==> src/rtl/lcd_raster_timing.sv <==
module lcd_raster_timing #(
  parameter int DIV_W = 8,
  parameter int CNT_W = 13
) (
  input  logic             clk,
  input  logic             rst_n,
  input  logic             wr_en,
  input  logic [2:0]       wr_addr,
  input  logic [31:0]      wr_data,
  output logic             pclk,
  output logic             hsync,
  output logic             vsync,
  output logic             de,
  output logic [CNT_W-1:0] pix_x,
  output logic [CNT_W-1:0] pix_y,
  output logic             active,
  output logic             frame_done
);
  localparam logic [2:0] A_T0 = 3'd0, A_T1 = 3'd1, A_T2 = 3'd2,
                         A_CTL = 3'd3, A_DIV = 3'd4, A_STS = 3'd5;
  localparam logic [CNT_W-1:0] ONE = CNT_W'(1);

  logic [31:0] t0_q, t1_q, t2_q;
  logic [4:0]  ctl_q;
  logic [DIV_W-1:0] div_q;

  function automatic logic [CNT_W-1:0] nz(input logic [CNT_W-1:0] x);
    return (x == '0) ? ONE : x;
  endfunction

  wire wide = ctl_q[4];
  wire [6:0] ppl_f = {wide & t0_q[3], t0_q[9:4]};
  wire [9:0] hfp_f = {wide ? t2_q[1:0] : 2'b00, t0_q[23:16]};
  wire [9:0] hbp_f = {wide ? t2_q[5:4] : 2'b00, t0_q[31:24]};
  wire [9:0] hsw_f = {wide ? t2_q[30:27] : 4'b0000, t0_q[15:10]};

  wire [CNT_W-1:0] w_n   = (CNT_W'(ppl_f) + ONE) << 4;
  wire [CNT_W-1:0] hfe_n = w_n + nz(CNT_W'(hfp_f));
  wire [CNT_W-1:0] hse_n = hfe_n + nz(CNT_W'(hsw_f));
  wire [CNT_W-1:0] ht_n  = hse_n + nz(CNT_W'(hbp_f));
  wire [CNT_W-1:0] va_n  = CNT_W'(t1_q[9:0]) + ONE;
  wire [CNT_W-1:0] vfe_n = va_n + nz(CNT_W'(t1_q[23:16]));
  wire [CNT_W-1:0] vse_n = vfe_n + nz(CNT_W'(t1_q[15:10]));
  wire [CNT_W-1:0] vt_n  = vse_n + nz(CNT_W'(t1_q[31:24]));
  wire [DIV_W-1:0] div_n = (div_q < DIV_W'(2)) ? DIV_W'(2) : div_q;

  logic [CNT_W-1:0] w_s, hfe_s, hse_s, ht_s, va_s, vfe_s, vse_s, vt_s;
  logic [DIV_W-1:0] div_s, dcnt;
  logic [CNT_W-1:0] hcnt, vcnt;
  logic run_q, done_q;

  wire pix_en    = run_q && (dcnt == div_s - DIV_W'(1));
  wire line_end  = (hcnt == ht_s - ONE);
  wire frame_end = line_end && (vcnt == vt_s - ONE);
  wire load      = (!run_q && ctl_q[0]) || (pix_en && frame_end && ctl_q[0]);
  wire stop      = pix_en && frame_end && !ctl_q[0];

  always_ff @(posedge clk or negedge rst_n) begin
    if (!rst_n) begin
      t0_q <= '0; t1_q <= '0; t2_q <= '0; ctl_q <= '0; div_q <= '0;
    end else if (wr_en) begin
      case (wr_addr)
        A_T0:  t0_q  <= wr_data;
        A_T1:  t1_q  <= wr_data;
        A_T2:  t2_q  <= wr_data;
        A_CTL: ctl_q <= wr_data[4:0];
        A_DIV: div_q <= wr_data[DIV_W-1:0];
        default: ;
      endcase
    end
  end

  always_ff @(posedge clk or negedge rst_n) begin
    if (!rst_n) begin
      w_s <= '0; hfe_s <= '0; hse_s <= '0; ht_s <= ONE;
      va_s <= '0; vfe_s <= '0; vse_s <= '0; vt_s <= ONE;
      div_s <= DIV_W'(2);
    end else if (load) begin
      w_s <= w_n; hfe_s <= hfe_n; hse_s <= hse_n; ht_s <= ht_n;
      va_s <= va_n; vfe_s <= vfe_n; vse_s <= vse_n; vt_s <= vt_n;
      div_s <= div_n;
    end
  end

  always_ff @(posedge clk or negedge rst_n) begin
    if (!rst_n) begin
      run_q <= 1'b0; dcnt <= '0; hcnt <= '0; vcnt <= '0;
    end else if (!run_q) begin
      dcnt <= '0; hcnt <= '0; vcnt <= '0;
      run_q <= ctl_q[0];
    end else begin
      dcnt <= pix_en ? '0 : dcnt + DIV_W'(1);
      if (pix_en) begin
        if (line_end) begin
          hcnt <= '0;
          vcnt <= frame_end ? '0 : vcnt + ONE;
          if (stop) run_q <= 1'b0;
        end else begin
          hcnt <= hcnt + ONE;
        end
      end
    end
  end

  always_ff @(posedge clk or negedge rst_n) begin
    if (!rst_n) done_q <= 1'b0;
    else if (stop) done_q <= 1'b1;
    else if (wr_en && wr_addr == A_STS && wr_data[0]) done_q <= 1'b0;
  end

  wire h_act = hcnt < w_s;
  wire v_act = vcnt < va_s;
  wire h_syn = (hcnt >= hfe_s) && (hcnt < hse_s);
  wire v_syn = (vcnt >= vfe_s) && (vcnt < vse_s);

  assign de         = run_q && h_act && v_act;
  assign hsync      = (run_q && h_syn) ^ ctl_q[1];
  assign vsync      = (run_q && v_syn) ^ ctl_q[2];
  assign pclk       = (run_q && (dcnt >= (div_s >> 1))) ^ ctl_q[3];
  assign pix_x      = hcnt;
  assign pix_y      = vcnt;
  assign active     = run_q;
  assign frame_done = done_q;
endmodule

==> config.mk <==
export PLATFORM = sky130hd
export DESIGN_NAME = lcd_raster_timing
export DESIGN_NICKNAME = d
export VERILOG_FILES = /design/src/rtl/lcd_raster_timing.sv
export SDC_FILE = /design/constraint.sdc
export NUM_CORES = 1
export LEC_CHECK = 0
export ABC_AREA = 1
export BUFFER_PORTS_ARGS = -buffer_cell sky130_fd_sc_hd__buf_2
export CAP_MARGIN = 20
export CORE_ASPECT_RATIO = 1.25
export CORE_MARGIN = 5
export CORE_UTILIZATION = 40
export CTS_CLUSTER_DIAMETER = 40
export DETAILED_ROUTE_END_ITERATION = 10
export PLACE_DENSITY = 0.69
export SLEW_MARGIN = 20
export SYNTH_ARGS = -nofsm -noshare
export SYNTH_HDL_FRONTEND = slang
export SYNTH_SLANG_ARGS = --single-unit
==> constraint.sdc <==
create_clock -name clk -period 3.4 [get_ports clk]
set_input_delay 0.51 -clock clk [delete_from_list [all_inputs] [get_ports clk]]
set_output_delay 0.51 -clock clk [all_outputs]
set_load 0.1 [all_outputs]
# After elaboration in Yosys (flattened, before gate mapping)
# Index checks and enable logic that the tools add are counted.
[totals]
register_bits = 252
word_cells = 112
[op_classes]
n_addsub = 14
n_lt_le_gt_ge = 8
n_eq_ne = 10
mux = 25
n_bitwise = 4
reduce_logical = 32
[op_table]
columns = ["cell", "count"]
rows = [
  ["$mux 13", 7],
  ["$lt 13x13->1", 4],
  ["$mux 8", 5],
  ["$logic_not 10->1", 3],
  ["$mux 10", 3],
  ["$add 13x1->13 const B", 2],
  ["$add 13x10->13", 2],
  ["$eq 13x13->1", 2],
  ["$ge 13x13->1", 2],
  ["$sub 13x1->13 const B", 2],
  ["$logic_not 8->1", 2],
  ["$logic_and 1x1->1", 15],
  ["$add 12x10->13", 1],
  ["$add 12x6->13", 1],
  ["$add 13x8->13", 1],
  ["$add 11x8->12", 1],
  ["$reduce_and 2->1", 6],
  ["$add 10x1->11 const B", 1],
  ["$add 7x1->8 const B", 1],
  ["$add 8x1->8 const B", 1],
  ["$eq 8x8->1", 1],
  ["$ge 8x7->1", 1],
  ["$lt 8x2->1 const B", 1],
  ["$sub 8x1->8 const B", 1],
  ["15 further kinds", 27],
]

# Logic depth before layout (Yosys ltp)
# Gate-level depths: netlist (run 1).
[logic_depth]
word_depth = 9
depth_mapped = 28
ltp_nobuf = 28

# Least setup slack after synthesis (run 1)
# No wires, ideal clock.
[synth_timing]
path_kind = "reg2out"
startpoint = "register hcnt[8] (netlist: pix_x[8])"
endpoint = "output port hsync"
t_arrival_ns = 3.666
setup_slack_ns = -0.776
stages_incl_launch_ff = 8
n_path_buf = 0
path_cell_list = "dfrtp_1 ha_1 a21o_1 o21ai_0 o211ai_1 a31oi_1 o211ai_1 xnor2_1"
[synth_between]
elab_chain_cells = 4
word_cells_on_any_way = 5
classes_between = "2 x order compare; 1 x bitwise; 2 x reduce/logical"
[synth_rtl]
columns = ["element", "line_no", "source"]
rows = [
  ["from (decl)", "49", "logic [CNT_W-1:0] hcnt, vcnt;"],
  ["from (signal assigned)", "99", "hcnt <= hcnt + ONE;"],
  ["$ge 13x13->1 or $lt 13x13->1 (tied branches)", "113", "wire h_syn = (hcnt >= hfe_s) && (hcnt < hse_s);"],
  ["$logic_and 1x1->1 (*)", "113", ""],
  ["$logic_and 1x1->1 (*)", "117", "assign hsync = (run_q && h_syn) ^ ctl_q[1];"],
  ["$xor 1x1->1 (*)", "117", ""],
  ["to (decl)", "11", "output logic hsync,"],
]
# Every way passes the cells marked *; elsewhere a longest branch is shown, timed or not.

# Worst setup path after layout (run 1)
[layout_timing]
startpoint = "register t0_q[4]"
endpoint = "register ht_s[12]"
[layout_between]
elab_chain_cells = 4
[layout_rtl]
columns = ["element", "line_no", "source"]
rows = [
  ["from (decl)", "23", "logic [31:0] t0_q, t1_q, t2_q;"],
  ["from (signal assigned)", "63", "A_T0: t0_q <= wr_data;"],
  ["$add 7x1->8", "37", "wire [CNT_W-1:0] w_n = (CNT_W'(ppl_f) + ONE) << 4;"],
  ["net w_n[6]", "37", ""],
  ["$add 12x10->13", "38", "wire [CNT_W-1:0] hfe_n = w_n + nz(CNT_W'(hfp_f));"],
  ["net hfe_n[7]", "38", ""],
  ["$add 13x10->13", "39", "wire [CNT_W-1:0] hse_n = hfe_n + nz(CNT_W'(hsw_f));"],
  ["net hse_n[9]", "39", ""],
  ["$add 13x10->13", "40", "wire [CNT_W-1:0] ht_n = hse_n + nz(CNT_W'(hbp_f));"],
  ["to (signal assigned)", "79", "w_s <= w_n; hfe_s <= hfe_n; hse_s <= hse_n; ht_s <= ht_n;"],
  ["to (decl)", "47", "logic [CNT_W-1:0] w_s, hfe_s, hse_s, ht_s, va_s, vfe_s, vse_s, vt_s;"],
]
# The timed path passes the listed nets, and every way through them passes these cells.
# A chain may end at the register's enable or synchronous reset.

==> reports/results.txt, run 1 <==
routed via count = 13998
Syn Nets = 2147
PwrDens = 963 mW/mm^2
P&R area growth vs syn = 32.6%
startpoint types = register
Die X = 182 um
die height = 225 um
vias in the first global route = 13910
register area = 0.00557 mm^2
layout cells sized above 1 = 25.5%
port bufs = 69
Fillers = 3324
drt total wl = 44800 um
DRC Markers = 0
final setup margin = -404 ps
WL/cell = 16.4 um
Reg clk slew, reported paths = 60 ps
routing usage on met3 = 2.79%
clk sinks = 222
final non-filler cell area = 0.0197 mm^2
total grt overflow = 0
Post-DP Area = 0.0171 mm^2
max frequency = 263 MHz
worst skew pair latency = 590 ps
RSZ-0062 raised after global routing = true
Power Total = 18.9 mW
initial antenna violation count = 0
post-route clock period utilization = 112%
Setup crit end kind = register
GR peak layer = met2
CP required = 3860 ps
asr flop ratio synth = 100%
Final ANT Viol Nets = 0
Max-cap violations = 0
Slew HR = 62.0%
Final TNS setup = -3230 ps
Synth Instances = 1972
Multi-input gate area = 0.00914 mm^2
failing checks = negative setup slack
Fin. Hold Viols = 0
Worst Tran Pin Value = 555 ps
num rows = 79
most frequent cells after synthesis = nand2_1 (521), inv_1 (260), dfrtp_1 (219)
Post-Route Utilization = 53.2%
part of the Yosys area used for sequential elements = 37.4%
Yosys top cell area share = 36.9%
largest register by flop count = t1_q
# diodes = 0
gpl congestion = 0.909
Layout Nets = 2407
Hold WS = 210 ps
Cells after DPL = 2637
DP HPWL = 33300 um
Top Registers = t1_q: 32 flops, t0_q: 29 flops
P_leak = 9.92 nW
most numerous cell in the Yosys netlist = nand2_1
Hold WC Path Type = input port to register
Synth cell types = 48
status = finished, violations left
core area = 0.0370 mm^2
synth top area cells = dfrtp_1 (37%), nand2_1 (13%), ha_1 (11%), inv_1 (6.6%), xor2_1 (4.1%)
Slew Limit Fails = 0
DR iter-0 viols = 917
syn avg cell area = 7.53 um^2
H-tree depth = 1
first-pass GRT wire length = 70900 um
die area = 0.0411 mm^2
Worst Path Arrival = 4260 ps
Min Clock Period, post-route = 3800 ps
post-synth top area cell = dfrtp_1
CTS tree = built
DR pass1 iterations = 6
worst-path maximum fanout = 3
vias per cell = 5.11
clk root buf = clkbuf_16
Seq cells post-synth = 222
# IOs = 70
starting density of the core = 40.2%
Longest Clk Path Bufs = 3
Synthesis Warnings = 0
routing usage on met2 = 37.0%
DP Worst Slack = -469 ps
Post-synth EDFFs = 0
Finish-stage setup viols = 12
max reg flops = 32
flop-to-flop setup slack = -400 ps
top_reg_cell synth = dfrtp_1
Finished Layout Cells = 2742
Tot GR Track Use = 21.2%
largest net degree at the start of global routing = 77
number of CTS-inserted buffers = 31
peak supply drop = 0.000614 V
GR Util met1 = 26.3%
crit path kind = register to register
clock skew = 26.6 ps
synthesized cell area = 0.0148 mm^2
==> area by class of cell <==
type / count / area share (%)
multi-input combinational: 1402 / 46.4
sequential: 222 / 28.3
timing repair buffer: 310 / 11.8
inverter: 265 / 5.05
clock buffer: 34 / 4.10
tap: 486 / 3.09
clock inverter: 23 / 1.22
==> cells in the final DEF, fill, tap and decap left out, drive strengths merged, types with 3 or more instances in the layout <==
cell type,instances
xor2,69
a21oi,74
dfrtp,219
nor2,134
nand4,28
o21bai,4
xnor2,26
o211ai,4
clkinv,7
a21o,9
clkbuf,34
dfstp,3
or2,4
nor3,24
clkinvlp,4
ha,131
o21ai,209
inv,276
a31oi,10
nand2,528
nor4,11
buf,309
nand3b,9
fa,6
nand3,99
==> timing repair <==
| item | in CTS | in global routing |
|---|---|---|
| endpoints found under the hold margin | 60 | 0 |
| endpoints found under the setup margin | 22 | 28 |
| pin swaps | 46 | 85 |
| resized for setup | 88 | 144 |
| buffers inserted | 32 | 18 |
| hold buffers | 1 | 0 |
==> metal layers <==
metal / vias up / part of all wire, %
li1: 6890 / -
met1: 6635 / 42
met2: 364 / 49
met3: 109 / 4.5
met4: 0 / 4.5
met5: - / 0
==> power breakdown <==
part           leakage (nW)  internal, mW  switching [mW]
Sequential             2.87          3.30           0.538
Combinational          6.54          5.52            6.36
Clock                 0.503          1.85            1.37
Total                  9.92          10.7            8.27
==> logic make-up after synthesis <==
kind of cell | after synthesis | synth area share (%)
AO/OA/AOI/OAI | 327 | 11.8
XOR/XNOR | 95 | 5.60
adder cells (fa/ha/maj) | 137 | 11.8
buffers and inverters | 348 | 9.34
AND/OR/NAND/NOR | 843 | 24.0
flip-flops | 222 | 37.4
==> critical path, stage by stage (launching register included) <==
cell and delay [ps]:
dfrtp_1 420, ha_4 200, xor2_4 200, ha_4 230, a21o_1 180, a31oi_2 170
xor2_1 210, inv_2 80, ha_4 290, nand2_4 50, nor2_4 90, nand3_2 60
nand4_1 130, xor2_1 210, ha_1 300, buf_6 130, a221oi_2 220, nand3_1 120
inv_1 90, nor2_2 50, nand3b_1 70, nand2_1 50, nand2_1 50, nand2_1 60
==> final timing paths <==
check | startpoint | to | cells past startpoint
worst max-delay path | t0_q[4] | ht_s[12] | 23
worst min-delay path | wr_data[10] | t0_q[10] | 3
worst max register to register | t0_q[4] | ht_s[12] | 23
worst min register to register | hfe_s[0] | hfe_s[0] | 2
max in group asynchronous | rst_n | div_s[1] | 3
min in group asynchronous | rst_n | pix_x[6] | 2
(Power assumes the default switching activity.)
==> run 2, diff against run 1 <==
--- a/config.mk
+++ b/config.mk
@@ -9,10 +9,13 @@
 export BUFFER_PORTS_ARGS = -buffer_cell sky130_fd_sc_hd__buf_2
 export CAP_MARGIN = 20
+export CELL_PAD_IN_SITES_DETAIL_PLACEMENT = 0
+export CELL_PAD_IN_SITES_GLOBAL_PLACEMENT = 2
 export CORE_ASPECT_RATIO = 1.25
 export CORE_MARGIN = 5
-export CORE_UTILIZATION = 40
+export CORE_UTILIZATION = 33
 export CTS_CLUSTER_DIAMETER = 40
 export DETAILED_ROUTE_END_ITERATION = 10
-export PLACE_DENSITY = 0.69
+export PLACE_DENSITY = 0.87
+export SETUP_SLACK_MARGIN = 0.15
 export SLEW_MARGIN = 20
 export SYNTH_ARGS = -nofsm -noshare
==> constraint.sdc (replaced) <==
create_clock -name clk -period 3.4 [get_ports clk]
set_input_delay 0.51 -clock clk [delete_from_list [all_inputs] [get_ports clk]]
set_output_delay 0.51 -clock clk [all_outputs]
set_load 0.005 [all_outputs]
==> reports/results.txt, run 2 (synthesis gave the netlist of run 1 again) <==
H-tree depth = 2
peak supply drop = 0.000502 V
Fin. Hold Viols = 1
Slew Limit Fails = 0
die area = 0.0494 mm^2
Finished Layout Cells = 2856
clock skew = 32.7 ps
P&R area growth vs syn = 35.5%
# diodes = 0
worst reg2reg path depth = 25
Cells after DPL = 2720
CTS tree = built
max frequency = 267 MHz
failing checks = negative hold slack, negative setup slack
Reg clk slew, reported paths = 50 ps
Top Registers = t1_q: 32 flops, t0_q: 29 flops
largest net degree at the start of global routing = 87
die height = 247 um
initial antenna violation count = 1
Max-cap violations = 0
drt total wl = 46700 um
most common cell after layout, fill and taps aside = nand2_1
DP HPWL = 34800 um
Finish-stage setup viols = 15
Power Total = 18.1 mW
Final ANT Viol Nets = 0
P_leak = 10.1 nW
CTS Hold Bufs = 0
DP Worst Slack = -508 ps
WL met3 = 1880 um
metal2 WL = 22500 um
crit path kind = register to register
gpl congestion = 0.866
buffer and inverter count on the worst path = 4
clk root buf = clkbuf_16
CP delay by family, top = simple AND/OR/NAND/NOR gates
most used cell, CP = nand2_1
PwrDens = 899 mW/mm^2
startpoint types = register
num rows = 87
crit path capture = ht_s[12]
Worst path depth = 25
Longest Clk Path Bufs = 3
largest register by flop count = t1_q
Tot GR Track Use = 18.7%
Worst Tran Pin Value = 743 ps
Setup crit end kind = register
WL/cell = 16.4 um
Final TNS setup = -2700 ps
Hold WC Path Type = input port to async pin
# IOs = 70
DRC Markers = 0
core area = 0.0448 mm^2
Worst Path Arrival = 4140 ps
starting density of the core = 33.1%
origin of the critical flop-to-flop path = t0_q[4]
max reg flops = 32
DR iter-0 viols = 783
routed via count = 13763
final setup margin = -346 ps
slowest CP cell = dfrtp_1
CP required = 3800 ps
worst skew pair latency = 540 ps
first-pass GRT wire length = 73900 um
RSZ-0062 raised after global routing = true
layout cells sized above 1 = 27.1%
Min Clock Period, post-route = 3750 ps
vias in the first global route = 13847
DR pass1 iterations = 5
top routing layer used = met4
met1 WL = 20800 um
vias per cell = 4.82
Layout Nets = 2426
clk sinks = 222
Crit path largest cell delay = 410 ps
number of CTS-inserted buffers = 35
Hold WS = -0.165 ps
Die X = 200 um
commonest non-fill, non-tap cells in the layout = nand2_1 (481), inv_1 (245), buf_4 (217), dfrtp_1 (204), o21ai_0 (110)
flop-to-flop setup slack = -350 ps
total grt overflow = 0
worst-path maximum fanout = 3
Critical R2R Capture = ht_s[12]
status = finished, violations left
Slew HR = 50.4%
origin of the worst setup path = t0_q[4]
post-route clock period utilization = 110%
port bufs = 69
run 2: area by class of cell:
cell class | count | area (um^2)
Clock buffer | 40 | 915
Clock inverter | 24 | 302
Tap cell | 578 | 723
Timing Repair Buffer | 323 | 2470
Multi-Input combinational cell | 1404 | 9120
Sequential cell | 222 | 5580
Inverter | 265 | 1000
Fill cell | 4397 | 24700
run 2: how the worst min path moves through the flow:
stage                   from        to  slack, ps  cells past startpoint
global route           rst_n  t1_q[25]         60                      1
global placement    hfe_s[0]  hfe_s[0]        470                      2
CTS                    rst_n  vfe_s[3]         20                      1
finish                 rst_n  t1_q[30]       -0.2                      1
floorplan              rst_n    active        210                      0
detailed placement  hfe_s[0]  hfe_s[0]        470                      2
run 2: timing repair:
item / CTS / global route
endpoints found under the hold margin: 0 / 0
resized for setup: 115 / 135
cloned: 0 / 2
pin swaps: 85 / 82
buffers inserted: 49 / 20
setup endpoints to repair: 25 / 33
run 2: where the power goes:
| group | internal, mW | switching (mW) | leakage [nW] | total (mW) |
|---|---|---|---|---|
| clock network | 2.35 | 1.40 | 0.582 | 3.75 |
| logic | 5.17 | 5.33 | 6.67 | 10.5 |
| registers | 3.31 | 0.523 | 2.86 | 3.83 |
| total | 10.8 | 7.25 | 10.1 | 18.1 |
run 2: metal layers:
layer | vias up | global-route usage, %
met5 | - | 0
met4 | 0 | 6.12
met3 | 74 | 2.68
met2 | 259 | 31.7
met1 | 6498 | 24.6
li1 | 6932 | -
run 2: metrics by stage:
stage	cell area [um^2]	util, %
finish	20100	44.8
global route	20100	44.8
CTS	19300	43.0
detailed placement	17100	38.2
global placement	17100	38.2
floorplan	15000	-
==> run 3, diff against run 2 <==
Settings changed: CORE_MARGIN 5 to 2, CORE_UTILIZATION 33 to 34, CTS_BUF_LIST set to sky130_fd_sc_hd__clkbuf_2 sky130_fd_sc_hd__clkbuf_4 sky130_fd_sc_hd__clkbuf_8, PLACE_DENSITY 0.87 to 0.89.
==> reports/results.txt, run 3 (synthesis gave the netlist of run 1 again) <==
post-route clock period utilization = 111%
GR Util met1 = 26.1%
drt total wl = 45500 um
most common cell after layout, fill and taps aside = nand2_1
Final ANT Viol Nets = 0
vias per cell = 4.76
Sw Pwr = 7.61 mW
Multi-input gate area = 0.00942 mm^2
Hold WS = 202 ps
Setup crit end kind = register
Power Total = 18.2 mW
max reg flops = 32
RSZ-0062 raised after global routing = true
register area = 0.00558 mm^2
final setup margin = -383 ps
Post-Route Utilization = 46.9%
clock skew = 36.9 ps
layout cells sized above 1 = 28.7%
num rows = 85
# IOs = 70
Slew HR = 55.5%
Layout Nets = 2435
die area = 0.0454 mm^2
port bufs = 69
status = finished, violations left
PwrDens = 904 mW/mm^2
Cells after DPL = 2714
number of CTS-inserted buffers = 42
Reg clk slew, reported paths = 70 ps
crit-path cells = ha_4 > xor2_4 > ha_4 > a21o_1 > a31oi_1 > xor2_1 > inv_2 > ha_4 > buf_6 > nand2_4 > nor2_2 > nor2_1 > xor2_1 > ha_2 > nand2_2 > nor2_4 > nand3_2 > o2111ai_4 > a21oi_2 > nor2_1 > xor2_1 > nand2_1 > nand2_1
Worst Hold Depth = 3
startpoint types = register
DP HPWL = 33900 um
Comb power frac = 62.6%
Tot GR Track Use = 19.8%
DR pass1 iterations = 5
sw frac = 41.7%
P_leak = 10.1 nW
Worst Hold Path EP = t0_q[31]
Max-cap violations = 0
Finish-stage setup viols = 12
clk sinks = 222
slowest CP cell = dfrtp_1
CP required = 3860 ps
origin of the critical flop-to-flop path = t0_q[4]
Slew Limit Fails = 0
DRC Markers = 0
Sequential Power Share = 20.9%
DR iter-0 viols = 613
H-tree depth = 2
total grt overflow = 0
CTS tree = built
vias in the first global route = 13277
peak supply drop = 0.000503 V
GR peak layer = met2
routing usage on met2 = 33.7%
clk root buf = clkbuf_8
Die X = 191 um
core area = 0.0431 mm^2
initial antenna violation count = 1
P&R area growth vs syn = 36.0%
die height = 238 um
flop-to-flop setup slack = -380 ps
Worst Tran Pin Value = 667 ps
max frequency = 264 MHz
Top Registers = t1_q: 32 flops, t0_q: 29 flops
starting density of the core = 34.5%
Min Clock Period, post-route = 3780 ps
Fillers = 4175
Worst Path Arrival = 4250 ps
Final TNS setup = -3240 ps
largest net degree at the start of global routing = 83
share of total power in the clock network = 16.4%
first-pass GRT wire length = 70400 um
worst reg2reg path depth = 23
Critical R2R Capture = ht_s[11]
Fin. Hold Viols = 0
hold wc startpoint = wr_data[31]
failing checks = negative setup slack
Finished Layout Cells = 2860
largest register by flop count = t1_q
gpl congestion = 0.846
WL/cell = 15.9 um
crit path kind = register to register
routed via count = 13622
Crit path largest cell delay = 420 ps
Hold WC Path Type = input port to register
worst-path maximum fanout = 4
Longest Clk Path Bufs = 3
Int Power = 10.6 mW
routing usage on met3 = 2.30%
commonest non-fill, non-tap cells in the layout = nand2_1 (475), inv_1 (246), buf_4 (213), dfrtp_1 (204), o21ai_0 (106)
worst skew pair latency = 600 ps
-- run 3: cell count changes in the layout (fill, tap and decap cells not counted), sizes merged --
cell | before | now
clkbuf | 40 | 61
dlygate4sd3 | 0 | 1
clkinv | 6 | 5
buf | 323 | 326
diode | 0 | 1
inv | 273 | 267
clkinvlp | 5 | 7
nand2 | 530 | 528
bufinv | 5 | 3
-- run 3: critical path: cells and delay by family (launching register included) --
kind                     cells  cell delay, ps
adder cells (fa/ha/maj)      4            1060
AO/OA/AOI/OAI                4             650
XOR/XNOR                     4             720
AND/OR/NAND/NOR              9             640
buffers and inverters        2             200
flip-flops                   1             420
-- run 3: cell type report --
cell class | count | share of cell area, %
Timing Repair Buffer | 327 | 12.4
Sequential cell | 222 | 27.6
Tap cell | 565 | 3.50
Antenna cell | 1 | 0.0124
Clock inverter | 17 | 1.02
Clock buffer | 61 | 3.85
Inverter | 265 | 4.93
Multi-Input combinational cell | 1402 | 46.6
-- run 3: power groups by stage --
stage               registers (mW)  clock network, mW  logic [mW]
finish                        3.82               3.00        11.4
global placement              3.81                  0        8.42
detailed placement            3.83                  0        8.57
floorplan                     3.69                  0        5.27
global route                  3.89               3.19        12.6
CTS                           3.80               3.07        9.65
-- run 3: how the worst max path moves through the flow --
| stage | start | cells past startpoint | to | slack [ps] |
|---|---|---|---|---|
| floorplan | t0_q[4] | 24 | ht_s[12] | -220 |
| global placement | t0_q[5] | 25 | ht_s[12] | -420 |
| detailed placement | t0_q[5] | 24 | ht_s[12] | -510 |
| CTS | t0_q[4] | 24 | ht_s[12] | -460 |
| global route | t0_q[5] | 26 | ht_s[12] | -590 |
| finish | t0_q[4] | 23 | ht_s[11] | -380 |
-- run 3: layer usage --
| layer | up-vias | part of all wire (%) |
|---|---|---|
| met5 | - | 0 |
| met4 | 0 | 2.8 |
| met3 | 58 | 3.8 |
| met2 | 241 | 48 |
| met1 | 6381 | 45 |
| li1 | 6942 | - |
-- run 3: timing repair --
action	CTS	global route
setup buffers	29	37
setup endpoints to repair	25	34
hold endpoints to repair	79	0
hold buffers	1	0
pin swaps	71	118
resized for setup	111	204
-- run 3: through the flow --
| step | setup WS, ps | cell area (um^2) |
|---|---|---|
| floorplan | -218 | 15000 |
| global placement | -423 | 17200 |
| detailed placement | -506 | 17200 |
| CTS | -460 | 18900 |
| global route | -590 | 20200 |
| finish | -383 | 20200 |
